==> src/rtl/pgx_pkg.sv <==
package pgx_pkg;
  localparam int unsigned BIT_EN     = 0;
  localparam int unsigned BIT_TODEV  = 1;
  localparam int unsigned BIT_TC     = 8;
  localparam int unsigned BIT_MERR   = 9;
  localparam int unsigned BIT_AERR   = 10;
  localparam logic [31:0] FLAG_MASK  = 32'h0000_0700;

  localparam logic [13:0] OFS_TBASE  = 14'h0018;
  localparam logic [13:0] OFS_TLIMIT = 14'h0020;
  localparam logic [13:0] OFS_NMI    = 14'h0200;

  typedef enum logic [1:0] {ST_IDLE, ST_CHECK, ST_MEM} seq_state_e;
  typedef enum logic [2:0] {EV_NONE, EV_REFUSE, EV_ADDRERR, EV_CLEAR, EV_TC} chan_ev_e;
endpackage

==> src/rtl/pgx_chan_regs.sv <==
module pgx_chan_regs
  import pgx_pkg::*;
#(
  parameter int NCH = 4,
  localparam int CW = $clog2(NCH)
) (
  input  logic          clk,
  input  logic          rst_n,
  input  logic          wr_en,
  input  logic [13:0]   addr,
  input  logic [31:0]   wdata,
  input  chan_ev_e      ev,
  input  logic [CW-1:0] ev_chan,
  input  logic [31:0]   ev_len,
  input  logic [CW-1:0] sel_chan,
  output logic [31:0]   sel_ctrl,
  output logic [31:0]   sel_count,
  output logic [31:0]   sel_addr,
  output logic [NCH-1:0] nmi_vec,
  output logic [31:0]   rdata
);
  logic [NCH-1:0][31:0] ctrl_all, cnt_all, adr_all;
  logic          ch_hit;
  logic [CW-1:0] wch;
  logic [1:0]    widx;

  assign ch_hit = (addr[13:8] == 6'h01) && (32'(addr[7:5]) < NCH);
  assign wch    = addr[5+CW-1:5];
  assign widx   = addr[4:3];

  for (genvar c = 0; c < NCH; c++) begin : g_ch
    logic [31:0] ctrl_q, ctrl_d, cnt_q, cnt_d, adr_q, adr_d;
    logic        ctrl_en, cnt_en, adr_en, wsel, esel;

    assign wsel = wr_en && ch_hit && (wch == CW'(c));
    assign esel = (ev != EV_NONE) && (ev_chan == CW'(c));

    always_comb begin
      ctrl_d = ctrl_q;
      cnt_d  = cnt_q;
      adr_d  = adr_q;
      if (wsel) begin
        case (widx)
          2'd1:    ctrl_d = wdata;
          2'd2:    cnt_d  = wdata;
          2'd3:    adr_d  = wdata;
          default: ;
        endcase
      end
      if (esel) begin
        case (ev)
          EV_REFUSE:  ctrl_d = (ctrl_q & ~FLAG_MASK) | (32'd1 << BIT_MERR);
          EV_ADDRERR: ctrl_d = (ctrl_q & ~FLAG_MASK) | (32'd1 << BIT_AERR);
          EV_CLEAR:   ctrl_d = ctrl_q & ~FLAG_MASK;
          EV_TC: begin
            ctrl_d = (ctrl_q & ~FLAG_MASK) | (32'd1 << BIT_TC);
            cnt_d  = cnt_q - ev_len;
          end
          default: ;
        endcase
      end
    end

    assign ctrl_en = (wsel && widx == 2'd1) || esel;
    assign cnt_en  = (wsel && widx == 2'd2) || (esel && ev == EV_TC);
    assign adr_en  = wsel && widx == 2'd3;

    always_ff @(posedge clk or negedge rst_n) begin
      if (!rst_n) begin
        ctrl_q <= '0;
        cnt_q  <= '0;
        adr_q  <= '0;
      end else begin
        if (ctrl_en) ctrl_q <= ctrl_d;
        if (cnt_en)  cnt_q  <= cnt_d;
        if (adr_en)  adr_q  <= adr_d;
      end
    end

    assign ctrl_all[c] = ctrl_q;
    assign cnt_all[c]  = cnt_q;
    assign adr_all[c]  = adr_q;
  end

  logic [NCH-1:0] nmi_q, nmi_d;
  logic           nmi_en;
  assign nmi_en = (ev == EV_REFUSE);
  assign nmi_d  = nmi_q | (NCH'(1) << ev_chan);

  always_ff @(posedge clk or negedge rst_n) begin
    if (!rst_n)      nmi_q <= '0;
    else if (nmi_en) nmi_q <= nmi_d;
  end

  assign nmi_vec   = nmi_q;
  assign sel_ctrl  = ctrl_all[sel_chan];
  assign sel_count = cnt_all[sel_chan];
  assign sel_addr  = adr_all[sel_chan];

  always_comb begin
    rdata = '0;
    if (ch_hit) begin
      case (widx)
        2'd1:    rdata = ctrl_all[wch];
        2'd2:    rdata = cnt_all[wch];
        2'd3:    rdata = adr_all[wch];
        default: rdata = '0;
      endcase
    end else if (addr == OFS_NMI) begin
      rdata = 32'(nmi_q);
    end
  end
endmodule

==> src/rtl/pgx_xlat.sv <==
module pgx_xlat
  import pgx_pkg::*;
#(
  parameter int NPG = 16,
  localparam int IW = $clog2(NPG)
) (
  input  logic        clk,
  input  logic        rst_n,
  input  logic        wr_en,
  input  logic [13:0] addr,
  input  logic [31:0] wdata,
  input  logic [31:0] log_addr,
  output logic        mapped,
  output logic [31:0] phys_addr,
  output logic [31:0] rdata
);
  logic [NPG-1:0][31:0] frame_all, owner_all;
  logic          tbl_hit;
  logic [IW-1:0] ent;

  assign tbl_hit = (addr[13:12] == 2'b01) && (32'(addr[11:3]) < NPG);
  assign ent     = addr[3+IW-1:3];

  for (genvar e = 0; e < NPG; e++) begin : g_ent
    logic [31:0] frame_q, owner_q;
    logic        frame_en, owner_en;
    assign frame_en = wr_en && tbl_hit && (ent == IW'(e)) && !addr[2];
    assign owner_en = wr_en && tbl_hit && (ent == IW'(e)) &&  addr[2];
    always_ff @(posedge clk or negedge rst_n) begin
      if (!rst_n) begin
        frame_q <= '0;
        owner_q <= '0;
      end else begin
        if (frame_en) frame_q <= wdata;
        if (owner_en) owner_q <= wdata;
      end
    end
    assign frame_all[e] = frame_q;
    assign owner_all[e] = owner_q;
  end

  logic [31:0] base_q, base_d, limit_q;
  logic        base_en, limit_en;
  assign base_en  = wr_en && (addr == OFS_TBASE);
  assign limit_en = wr_en && (addr == OFS_TLIMIT);
  assign base_d   = wdata & 32'h7FFF_FFFF;

  always_ff @(posedge clk or negedge rst_n) begin
    if (!rst_n) begin
      base_q  <= '0;
      limit_q <= '0;
    end else begin
      if (base_en)  base_q  <= base_d;
      if (limit_en) limit_q <= wdata;
    end
  end

  logic [19:0] page;
  logic [31:0] frame_sel;
  logic        in_cap, in_lim;
  assign page      = log_addr[31:12];
  assign in_cap    = 32'(page) < NPG;
  assign in_lim    = 32'(page) < (limit_q >> 3);
  assign frame_sel = frame_all[page[IW-1:0]];
  assign mapped    = in_cap && in_lim && (frame_sel != '0);
  assign phys_addr = frame_sel + {20'h0, log_addr[11:0]};

  always_comb begin
    rdata = '0;
    if (addr == OFS_TBASE)       rdata = base_q;
    else if (addr == OFS_TLIMIT) rdata = limit_q;
    else if (tbl_hit)            rdata = addr[2] ? owner_all[ent] : frame_all[ent];
  end
endmodule

==> src/rtl/pgx_seq.sv <==
module pgx_seq
  import pgx_pkg::*;
#(
  parameter int NCH   = 4,
  parameter int LEN_W = 16,
  localparam int CW = $clog2(NCH)
) (
  input  logic             clk,
  input  logic             rst_n,
  input  logic             req_valid,
  input  logic [CW-1:0]    req_chan,
  input  logic             req_to_dev,
  input  logic [LEN_W-1:0] req_len,
  output logic             req_ready,
  input  logic [31:0]      sel_ctrl,
  input  logic [31:0]      sel_count,
  input  logic             xl_mapped,
  input  logic [31:0]      xl_phys,
  output logic [CW-1:0]    sel_chan,
  output chan_ev_e         ev,
  output logic [31:0]      ev_len,
  output logic             mem_req,
  output logic             mem_we,
  output logic [31:0]      mem_addr,
  output logic [31:0]      mem_len,
  input  logic             mem_ack,
  output logic             done,
  output logic             done_ok,
  output logic [31:0]      done_len
);
  seq_state_e  st_q, st_d;
  logic [CW-1:0] chan_q;
  logic        todev_q, lat_en, clen_en;
  logic [31:0] len_q, len_d, phys_q, clen;
  logic        done_q, done_d, ok_q, ok_d;
  logic [31:0] dlen_q, dlen_d;
  logic        refuse;

  assign clen   = (len_q > sel_count) ? sel_count : len_q;
  assign refuse = !sel_ctrl[BIT_EN] || (sel_ctrl[BIT_TODEV] != todev_q);

  always_comb begin
    st_d    = st_q;
    ev      = EV_NONE;
    ev_len  = '0;
    done_d  = 1'b0;
    ok_d    = ok_q;
    dlen_d  = dlen_q;
    lat_en  = 1'b0;
    clen_en = 1'b0;
    len_d   = 32'(req_len);
    case (st_q)
      ST_IDLE: if (req_valid) begin
        lat_en = 1'b1;
        st_d   = ST_CHECK;
      end
      ST_CHECK: begin
        st_d   = ST_IDLE;
        done_d = 1'b1;
        ok_d   = 1'b0;
        dlen_d = '0;
        if (refuse)          ev = EV_REFUSE;
        else if (!xl_mapped) ev = EV_ADDRERR;
        else if (clen == '0) begin
          ev   = EV_TC;
          ok_d = 1'b1;
        end else begin
          ev      = EV_CLEAR;
          done_d  = 1'b0;
          clen_en = 1'b1;
          len_d   = clen;
          st_d    = ST_MEM;
        end
      end
      ST_MEM: if (mem_ack) begin
        ev     = EV_TC;
        ev_len = len_q;
        done_d = 1'b1;
        ok_d   = 1'b1;
        dlen_d = len_q;
        st_d   = ST_IDLE;
      end
      default: st_d = ST_IDLE;
    endcase
  end

  always_ff @(posedge clk or negedge rst_n) begin
    if (!rst_n) begin
      st_q    <= ST_IDLE;
      chan_q  <= '0;
      todev_q <= 1'b0;
      len_q   <= '0;
      phys_q  <= '0;
      done_q  <= 1'b0;
      ok_q    <= 1'b0;
      dlen_q  <= '0;
    end else begin
      st_q   <= st_d;
      done_q <= done_d;
      if (lat_en) begin
        chan_q  <= req_chan;
        todev_q <= req_to_dev;
      end
      if (lat_en || clen_en) len_q  <= len_d;
      if (clen_en)           phys_q <= xl_phys;
      if (done_d) begin
        ok_q   <= ok_d;
        dlen_q <= dlen_d;
      end
    end
  end

  assign req_ready = (st_q == ST_IDLE);
  assign sel_chan  = chan_q;
  assign mem_req   = (st_q == ST_MEM);
  assign mem_we    = !todev_q;
  assign mem_addr  = phys_q;
  assign mem_len   = len_q;
  assign done      = done_q;
  assign done_ok   = ok_q;
  assign done_len  = dlen_q;
endmodule

==> src/rtl/pgx_dma_engine.sv <==
module pgx_dma_engine
  import pgx_pkg::*;
#(
  parameter int NCH   = 4,
  parameter int NPG   = 16,
  parameter int LEN_W = 16,
  localparam int CW = $clog2(NCH)
) (
  input  logic             clk,
  input  logic             rst_n,
  input  logic             reg_wr,
  input  logic [13:0]      reg_addr,
  input  logic [31:0]      reg_wdata,
  output logic [31:0]      reg_rdata,
  input  logic             req_valid,
  input  logic [CW-1:0]    req_chan,
  input  logic             req_to_dev,
  input  logic [LEN_W-1:0] req_len,
  output logic             req_ready,
  output logic             done,
  output logic             done_ok,
  output logic [31:0]      done_len,
  output logic             mem_req,
  output logic             mem_we,
  output logic [31:0]      mem_addr,
  output logic [31:0]      mem_len,
  input  logic             mem_ack
);
  chan_ev_e       ev;
  logic [31:0]    ev_len, sel_ctrl, sel_count, sel_addr, xl_phys;
  logic [31:0]    ch_rdata, xl_rdata;
  logic [CW-1:0]  sel_chan;
  logic           xl_mapped;
  logic [NCH-1:0] nmi_vec;

  pgx_chan_regs #(.NCH(NCH)) u_regs (
    .clk(clk), .rst_n(rst_n), .wr_en(reg_wr), .addr(reg_addr), .wdata(reg_wdata),
    .ev(ev), .ev_chan(sel_chan), .ev_len(ev_len), .sel_chan(sel_chan),
    .sel_ctrl(sel_ctrl), .sel_count(sel_count), .sel_addr(sel_addr),
    .nmi_vec(nmi_vec), .rdata(ch_rdata)
  );

  pgx_xlat #(.NPG(NPG)) u_xlat (
    .clk(clk), .rst_n(rst_n), .wr_en(reg_wr), .addr(reg_addr), .wdata(reg_wdata),
    .log_addr(sel_addr), .mapped(xl_mapped), .phys_addr(xl_phys), .rdata(xl_rdata)
  );

  pgx_seq #(.NCH(NCH), .LEN_W(LEN_W)) u_seq (
    .clk(clk), .rst_n(rst_n), .req_valid(req_valid), .req_chan(req_chan),
    .req_to_dev(req_to_dev), .req_len(req_len), .req_ready(req_ready),
    .sel_ctrl(sel_ctrl), .sel_count(sel_count), .xl_mapped(xl_mapped),
    .xl_phys(xl_phys), .sel_chan(sel_chan), .ev(ev), .ev_len(ev_len),
    .mem_req(mem_req), .mem_we(mem_we), .mem_addr(mem_addr), .mem_len(mem_len),
    .mem_ack(mem_ack), .done(done), .done_ok(done_ok), .done_len(done_len)
  );

  assign reg_rdata = ch_rdata | xl_rdata;
endmodule

==> config.mk <==
export PLATFORM = sky130hd
export DESIGN_NAME = pgx_dma_engine
export DESIGN_NICKNAME = d
export VERILOG_FILES = /design/src/rtl/pgx_pkg.sv /design/src/rtl/pgx_chan_regs.sv /design/src/rtl/pgx_xlat.sv /design/src/rtl/pgx_seq.sv /design/src/rtl/pgx_dma_engine.sv
export SDC_FILE = /design/constraint.sdc
export NUM_CORES = 2
export LEC_CHECK = 0
export BUFFER_PORTS_ARGS = -buffer_cell sky130_fd_sc_hd__buf_2
export CORE_MARGIN = 5
export CORE_UTILIZATION = 36
export DETAILED_ROUTE_END_ITERATION = 16
export SLEW_MARGIN = 10
export SYNTH_ARGS = -nofsm -noshare
export SYNTH_HDL_FRONTEND = slang
export SYNTH_SLANG_ARGS = --single-unit
==> constraint.sdc <==
create_clock -name clk -period 14.3 [get_ports clk]
set_input_delay 4.29 -clock clk [delete_from_list [all_inputs] [get_ports clk]]
set_output_delay 4.29 -clock clk [all_outputs]
set_load 0.02 [all_outputs]
Word level (Yosys, flattened, before mapping)
Cells that the tools add are included.

Flip-flop bits (word level): 1578. Output and inout bits: 133. Logic and storage cells: 333.

Add/subtract/negate cells: 5. Order comparisons: 9. Equal/unequal tests: 54. Shifts and indexed selects: 1. Muxes and demuxes: 92. Bitwise operators: 2. Reduce and logical (&&, ||, !) cells: 111.

Operator list (number): two-way mux 32 bit (49); case mux 32 bit (4 select lines) (4); binary-select mux 32 bit (select 2 bit) (6); binary-select mux 32 bit (select 4 bit) (3); subtractor 32 bit (4); case mux 32 bit (3 select lines) (1); logical AND 1 bit (80); case mux 32 bit (2 select lines) (1); inequality test 2 bit (second input constant) (17); adder 32 x 12 -> 32 bit (1); == test 4 bit (second input constant) (8); > comparator 32 bit (1); zero test 32 bit (1); bitwise OR 32 bit (1); nonzero test 32 bit (1); less-than comparator 20 x 29 -> 1 bit (1); less-than comparator 20 x 5 -> 1 bit (second input constant) (1); AND reduction 5 bit (4); == test 4 x 3 -> 1 bit (second input constant) (4); AND reduction 3 bit (5); == test 14 x 10 -> 1 bit (second input constant) (1); == test 14 x 5 -> 1 bit (second input constant) (1); == test 14 x 6 -> 1 bit (second input constant) (1); == test 2 bit (second input constant) (7); 29 further kinds (71).

Depth between registers and ports, before layout
Depth in word-level cells: 13. Gate-level depth with buffers: 22. Mapped depth without buffers: 19.

Cells and area by module
From an unflattened synthesis, not the netlist that was laid out.

Cell total of the unflattened synthesis: 6466. Area total of the unflattened synthesis: 87390.1 um^2.

Modules (own cells, without submodules): pgx_xlat (times used 1, cells each 3373, area each 54190.7 um^2); pgx_chan_regs (times used 1, cells each 2503, area each 27487.6 um^2); pgx_seq (times used 1, cells each 558, area each 5511.5 um^2); pgx_dma_engine (times used 1, cells each 32, area each 200.2 um^2).

Worst setup path before layout
No wires, ideal clock.

Path kind: input to output. Start: in reg_addr[5]. End: out reg_rdata[10]. Data arrival time: 7252 ps. Slack: 2758 ps. Stages: 9. Path buffers: 6. Cells stage by stage: clkbuf_1 > clkbuf_1 > buf_1 > clkbuf_1 > clkbuf_1 > buf_1 > mux4_2 > mux2i_1 > o21ai_0.

Word-level cells in the longest chain between the ends: 7. Elaborated cells between the ends (all ways): 23. Those cells by class: order compare: 2; eq/ne: 2; mux: 16; bitwise: 1; reduce/logical: 2.

Ends and longest elaborated chain: from (decl) (RTL line pgx_dma_engine.sv:12) `input logic [13:0] reg_addr,`; binary-select mux 32 bit (select 4 bit) (RTL line pgx_xlat.sv:72) `else if (tbl_hit) rdata = addr[2] ? owner_all[ent] : frame_all[ent];`; two-way mux 32 bit (implied by the code) (RTL line pgx_xlat.sv:72); two-way mux 32 bit (2 in a row) (RTL line pgx_xlat.sv:72); two-way mux 32 bit (RTL line pgx_xlat.sv:71) `else if (addr == OFS_TLIMIT) rdata = limit_q;`; two-way mux 32 bit (RTL line pgx_xlat.sv:70) `if (addr == OFS_TBASE) rdata = base_q;`; bitwise OR 32 bit * (RTL line pgx_dma_engine.sv:57) `assign reg_rdata = ch_rdata | xl_rdata;`; to (decl) (RTL line pgx_dma_engine.sv:14) `output logic [31:0] reg_rdata,`.

Mark *: on every way between the ends. The rest lies on a longest branch, timed or not. The select of a mux whose other input is x is not followed.

Worst setup path in the final report
Start: in reg_addr[5]. End: out reg_rdata[21].

Same word-level chain as after synthesis.

==> out/summary.log <==
INFO  run_status     outcome=completed
INFO  cts            tritoncts=yes
INFO  critical_path  critPathKind=input pin to output port
INFO  power          p_sw_frac=0.274
INFO  sta            final_total_negative_setup_slack=0ns
INFO  power          post-layout-total-power=0.0105W
INFO  cells_and_area flow.area_growth_from_synthesis=11.5%
INFO  critical_path  worst_setup_path_start_kind=input pin
INFO  placement      detailed_place_hpwl=171mm
INFO  sta            report.final.hold_viol_count=0
INFO  cts            clk_pin_slew_worst_paths=0.06ns
INFO  cts            clock_sinks=1,578
INFO  cts            hold_fix_buffers_at_cts=0
INFO  yosys          yosysWarnings=0
INFO  yosys          muxShareOfSynthArea=0.366
INFO  cells_and_area commonest_non_fill_non_tap_cell_in_the_layout=sky130_fd_sc_hd__dfrtp_1
INFO  power          pwr-share-comb=0.116
INFO  yosys          syn-num-nets=6,802
INFO  yosys          synth_top_cells_by_area=sky130_fd_sc_hd__dfrtp_1 46%, sky130_fd_sc_hd__mux2_2 18%, sky130_fd_sc_hd__mux4_2 13%
INFO  floorplanning  ioPinCount=203
INFO  power          power_switching=0.00288W
INFO  sta            fmax=82.3MHz
INFO  detailed_routing routed-via-count=57,500
INFO  job            drv.max_cap_violation_count=0
INFO  power          power.sequential.fraction=0.446
INFO  global_routing groute.usage.overall=0.209
INFO  cells_and_area design.final.nets=6,735
INFO  cts            cts-buffers-inserted=173
INFO  yosys          seq_area_frac_synth=0.456
INFO  sta            tightest_slew=1.23ns
INFO  worst_hold_path type_of_the_most_critical_hold_path=register to register
INFO  yosys          yosys.area_share.adder=0.0286
INFO  floorplanning  placeableCoreArea=240,000µm²
INFO  detailed_routing dr.first_iter.drc_count=4,874
INFO  cts            worst_skew_pair.late_latency=0.84ns
INFO  power          power.density_cell_area=109nW/µm²
INFO  yosys          synth_area_in_compound_gates=0.0624
INFO  cells_and_area mostFrequentLayoutCells=1,576 x sky130_fd_sc_hd__dfrtp_1, 1,420 x sky130_fd_sc_hd__mux2_2, 484 x sky130_fd_sc_hd__mux4_2
INFO  yosys          synth_enable_flop_cells=0
INFO  power          power_frac_clock=0.438
INFO  floorplanning  floorplan.rows=180
INFO  yosys          synth_cells=6,537
INFO  cts            cts_resized=0
INFO  sta            setup_repair_after_global_routing_missed_its_margin=no
INFO  global_routing number_of_antenna_violations_at_the_first_check_in_global_routing=9
INFO  power          power.leakage=45.0nW
INFO  yosys          summed_instance_area_of_the_synthesized_netlist=86,700µm²
INFO  cts            maximum_buffer_depth_of_the_clock_tree=3
INFO  placement      routabilityCongestion=0.865
INFO  global_routing globalRouteOverflowTotal=0
INFO  detailed_routing via_per_inst=5.87
INFO  detailed_routing drt_pass1_iterations=7
INFO  detailed_routing drc_violation_count_after_routing=0
INFO  detailed_routing wl_per_cell=27.2µm
INFO  yosys          synth_top_family_by_area=multiplexers
INFO  yosys          avg_synthesized_cell_area=13.3µm²
INFO  yosys          async_reset_ff_frac=1.00
INFO  critical_path  critical_register_to_register_path_endpoint=u_seq.mem_len[5]
INFO  yosys          register_bit_count_reported_by_yosys=1,578
INFO  critical_path  critical_path.startpoint=reg_addr[5]
INFO  cts            cts_post_setup_buffers_inserted=0
INFO  critical_path  worst_r2r_startpoint=u_seq.sel_chan[1]
INFO  sta            fin_skew=0.0353ns
INFO  placement      post-place-cells=9,480
INFO  yosys          dominantRegCellSynth=sky130_fd_sc_hd__dfrtp_1
INFO  cts            cts_root_buf=sky130_fd_sc_hd__clkbuf_16
INFO  power          power.internal=0.00765W
INFO  global_routing grt_pass1_vias=59,500
INFO  critical_path  crit_path_max_fanout=64
INFO  sta            finalSetupViolations=0
INFO  placement      pre_cts_slack=2.14ns
INFO  floorplanning  chipHeight=501µm
INFO  floorplanning  die_w=501µm
INFO  yosys          library_cells_used_by_synthesis=88
INFO  critical_path  timing.reg2reg.setup_slack=4.73ns
INFO  cells_and_area fraction_of_final_layout_cells_sized_beyond_drive_strength_1=0.390
INFO  cts            cts-htree-levels=4
INFO  critical_path  crit_path_end=reg_rdata[21]
INFO  global_routing grt_pass1_wl=398mm
INFO  yosys          synth_largest_type_area_fraction=0.456
INFO  sta            post-route-worst-setup-slack=2.15ns
INFO  critical_path  crit_path_end_kind=output port
INFO  sta            slew_violations=0
INFO  critical_path  crit_arrival=7.86ns
INFO  detailed_routing ant_nets=0
INFO  sta            finalCritPeriodShare=0.849
INFO  cells_and_area layout.filler_cells=22,400
INFO  floorplanning  die-area=251,000µm²
INFO  placement      port_buffers=202
INFO  floorplanning  initial_utilization=0.361
INFO  sta            headroom_to_the_max_slew_limit=0.180
INFO  yosys          synthDominantAreaCellType=sky130_fd_sc_hd__dfrtp_1
INFO  global_routing grt_start_max_net_pins=172
INFO  detailed_routing totalWireLength=266mm
INFO  critical_path  worstRegToRegCells=14
INFO  cells_and_area area_taken_by_multi_input_logic_gates=44,800µm²
INFO  yosys          post_synth_and_or_nand_nor_area_fraction=0.0424
INFO  critical_path  worst_ep_required_time=10.01ns
INFO  cells_and_area fin_cells=9,796
INFO  yosys          yosys.area_share.xor_xnor=0.0136
INFO  power          vdd_drop_max=0.0906mV
INFO  cells_and_area regArea=39,500µm²
INFO  sta            period_minus_slack=12.15ns
worst max-delay path, cell delays in order:
cell	delay, ns
sky130_fd_sc_hd__buf_8	0.49
sky130_fd_sc_hd__buf_4	0.45
sky130_fd_sc_hd__mux4_2	0.55
sky130_fd_sc_hd__mux2_2	0.28
sky130_fd_sc_hd__a22oi_1	0.27
sky130_fd_sc_hd__nor2_1	0.08
sky130_fd_sc_hd__a221oi_1	0.49
sky130_fd_sc_hd__o21ai_0	0.48
sky130_fd_sc_hd__buf_2	0.29
cells in the mapped netlist, types with 22 or more instances:
cell / instances
sky130_fd_sc_hd__a211oi_1: 24
sky130_fd_sc_hd__a21o_1: 62
sky130_fd_sc_hd__a21oi_1: 216
sky130_fd_sc_hd__a221oi_1: 23
sky130_fd_sc_hd__a22o_1: 59
sky130_fd_sc_hd__a22oi_1: 57
sky130_fd_sc_hd__buf_1: 139
sky130_fd_sc_hd__buf_2: 45
sky130_fd_sc_hd__clkbuf_1: 348
sky130_fd_sc_hd__dfrtp_1: 1578
sky130_fd_sc_hd__ha_1: 190
sky130_fd_sc_hd__inv_1: 108
sky130_fd_sc_hd__mux2_1: 45
sky130_fd_sc_hd__mux2_2: 1420
sky130_fd_sc_hd__mux2i_1: 429
sky130_fd_sc_hd__mux4_2: 486
sky130_fd_sc_hd__nand2_1: 223
sky130_fd_sc_hd__nand2b_1: 25
sky130_fd_sc_hd__nand3_1: 63
sky130_fd_sc_hd__nor2_1: 219
sky130_fd_sc_hd__nor2b_1: 23
sky130_fd_sc_hd__nor3_1: 38
sky130_fd_sc_hd__nor4_1: 35
sky130_fd_sc_hd__o211ai_1: 29
sky130_fd_sc_hd__o21a_1: 28
sky130_fd_sc_hd__o21ai_0: 159
sky130_fd_sc_hd__o21bai_1: 22
sky130_fd_sc_hd__o22ai_1: 26
sky130_fd_sc_hd__xnor2_1: 94
sky130_fd_sc_hd__xor2_1: 41
worst min-delay path by stage:
stage                              start                   endpoint  slack, ns  cells past startpoint
6_report       u_regs.g_ch[2].ctrl_q[19]  u_regs.g_ch[2].ctrl_q[19]       0.49                      1
5_1_grt                u_seq.done_len[6]          u_seq.done_len[6]       0.50                      1
4_1_cts        u_regs.g_ch[1].ctrl_q[22]  u_regs.g_ch[1].ctrl_q[22]       0.48                      1
3_5_place_dp   u_regs.g_ch[1].ctrl_q[22]  u_regs.g_ch[1].ctrl_q[22]       0.47                      1
3_3_place_gp   u_regs.g_ch[1].ctrl_q[26]  u_regs.g_ch[1].ctrl_q[26]       0.46                      1
2_1_floorplan          u_regs.nmi_vec[0]          u_regs.nmi_vec[0]       0.43                      1
layout make-up:
| class | count | share of cell area |
|---|---|---|
| Multi-Input combinational cell | 4291 | 0.464 |
| Sequential cell | 1578 | 0.409 |
| Clock buffer | 249 | 0.0517 |
| Tap cell | 3185 | 0.0412 |
| Timing Repair Buffer | 317 | 0.0217 |
| Clock inverter | 63 | 0.00877 |
| Inverter | 109 | 0.00423 |
| Antenna cell | 4 | 0.000104 |
metrics by stage:
step	utilization	hold WS [ns]	area, µm²
after global placement	0.378	0.463	90800
after floorplan	-	0.428	86700
after detailed placement	0.378	0.471	90800
final	0.402	0.486	96600
after CTS	0.402	0.484	96600
after global routing	0.402	0.503	96600
state kept, by name (all words and copies together) (netlist names), 32 cells and up:
| name | flops |
|---|---|
| u_regs.g_ch.cnt_q | 128 |
| u_xlat.limit_q | 32 |
| u_seq.mem_len | 32 |
| u_xlat.g_ent.owner_q | 512 |
| u_xlat.g_ent.frame_q | 512 |
| u_regs.g_ch.adr_q | 128 |
| u_regs.g_ch.ctrl_q | 128 |
| u_seq.mem_addr | 32 |
| u_seq.done_len | 32 |
cell families (layout without fill, tap and decap cells):
kind of cell / after synthesis / in the layout
AO/OA/AOI/OAI: 815 / 815
XOR/XNOR: 135 / 135
adder cells (fa/ha/maj): 195 / 195
buffers and inverters: 668 / 738
flip-flops: 1578 / 1578
multiplexers: 2380 / 2380
other: 0 / 4
AND/OR/NAND/NOR: 766 / 766
routing by layer:
layer  share of wire  GRT usage  wire, µm  up-vias
li1                -          -         -    24400
met1            0.42      0.275    113000    30800
met2            0.48      0.348    128000     1797
met3           0.056     0.0345     14900      480
met4           0.039     0.0779     10400        4
met5         0.00010    0.00116        27        -
power groups by stage:
stage / registers, W / clock network (W) / logic [W]
2_1_floorplan: 0.00471 / 0 / 0.000807
3_3_place_gp: 0.00478 / 0 / 0.00120
3_5_place_dp: 0.00478 / 0 / 0.00122
4_1_cts: 0.00470 / 0.00471 / 0.00122
5_1_grt: 0.00471 / 0.00488 / 0.00132
6_report: 0.00470 / 0.00461 / 0.00122
Note: power is estimated with default switching activity, not from simulation.
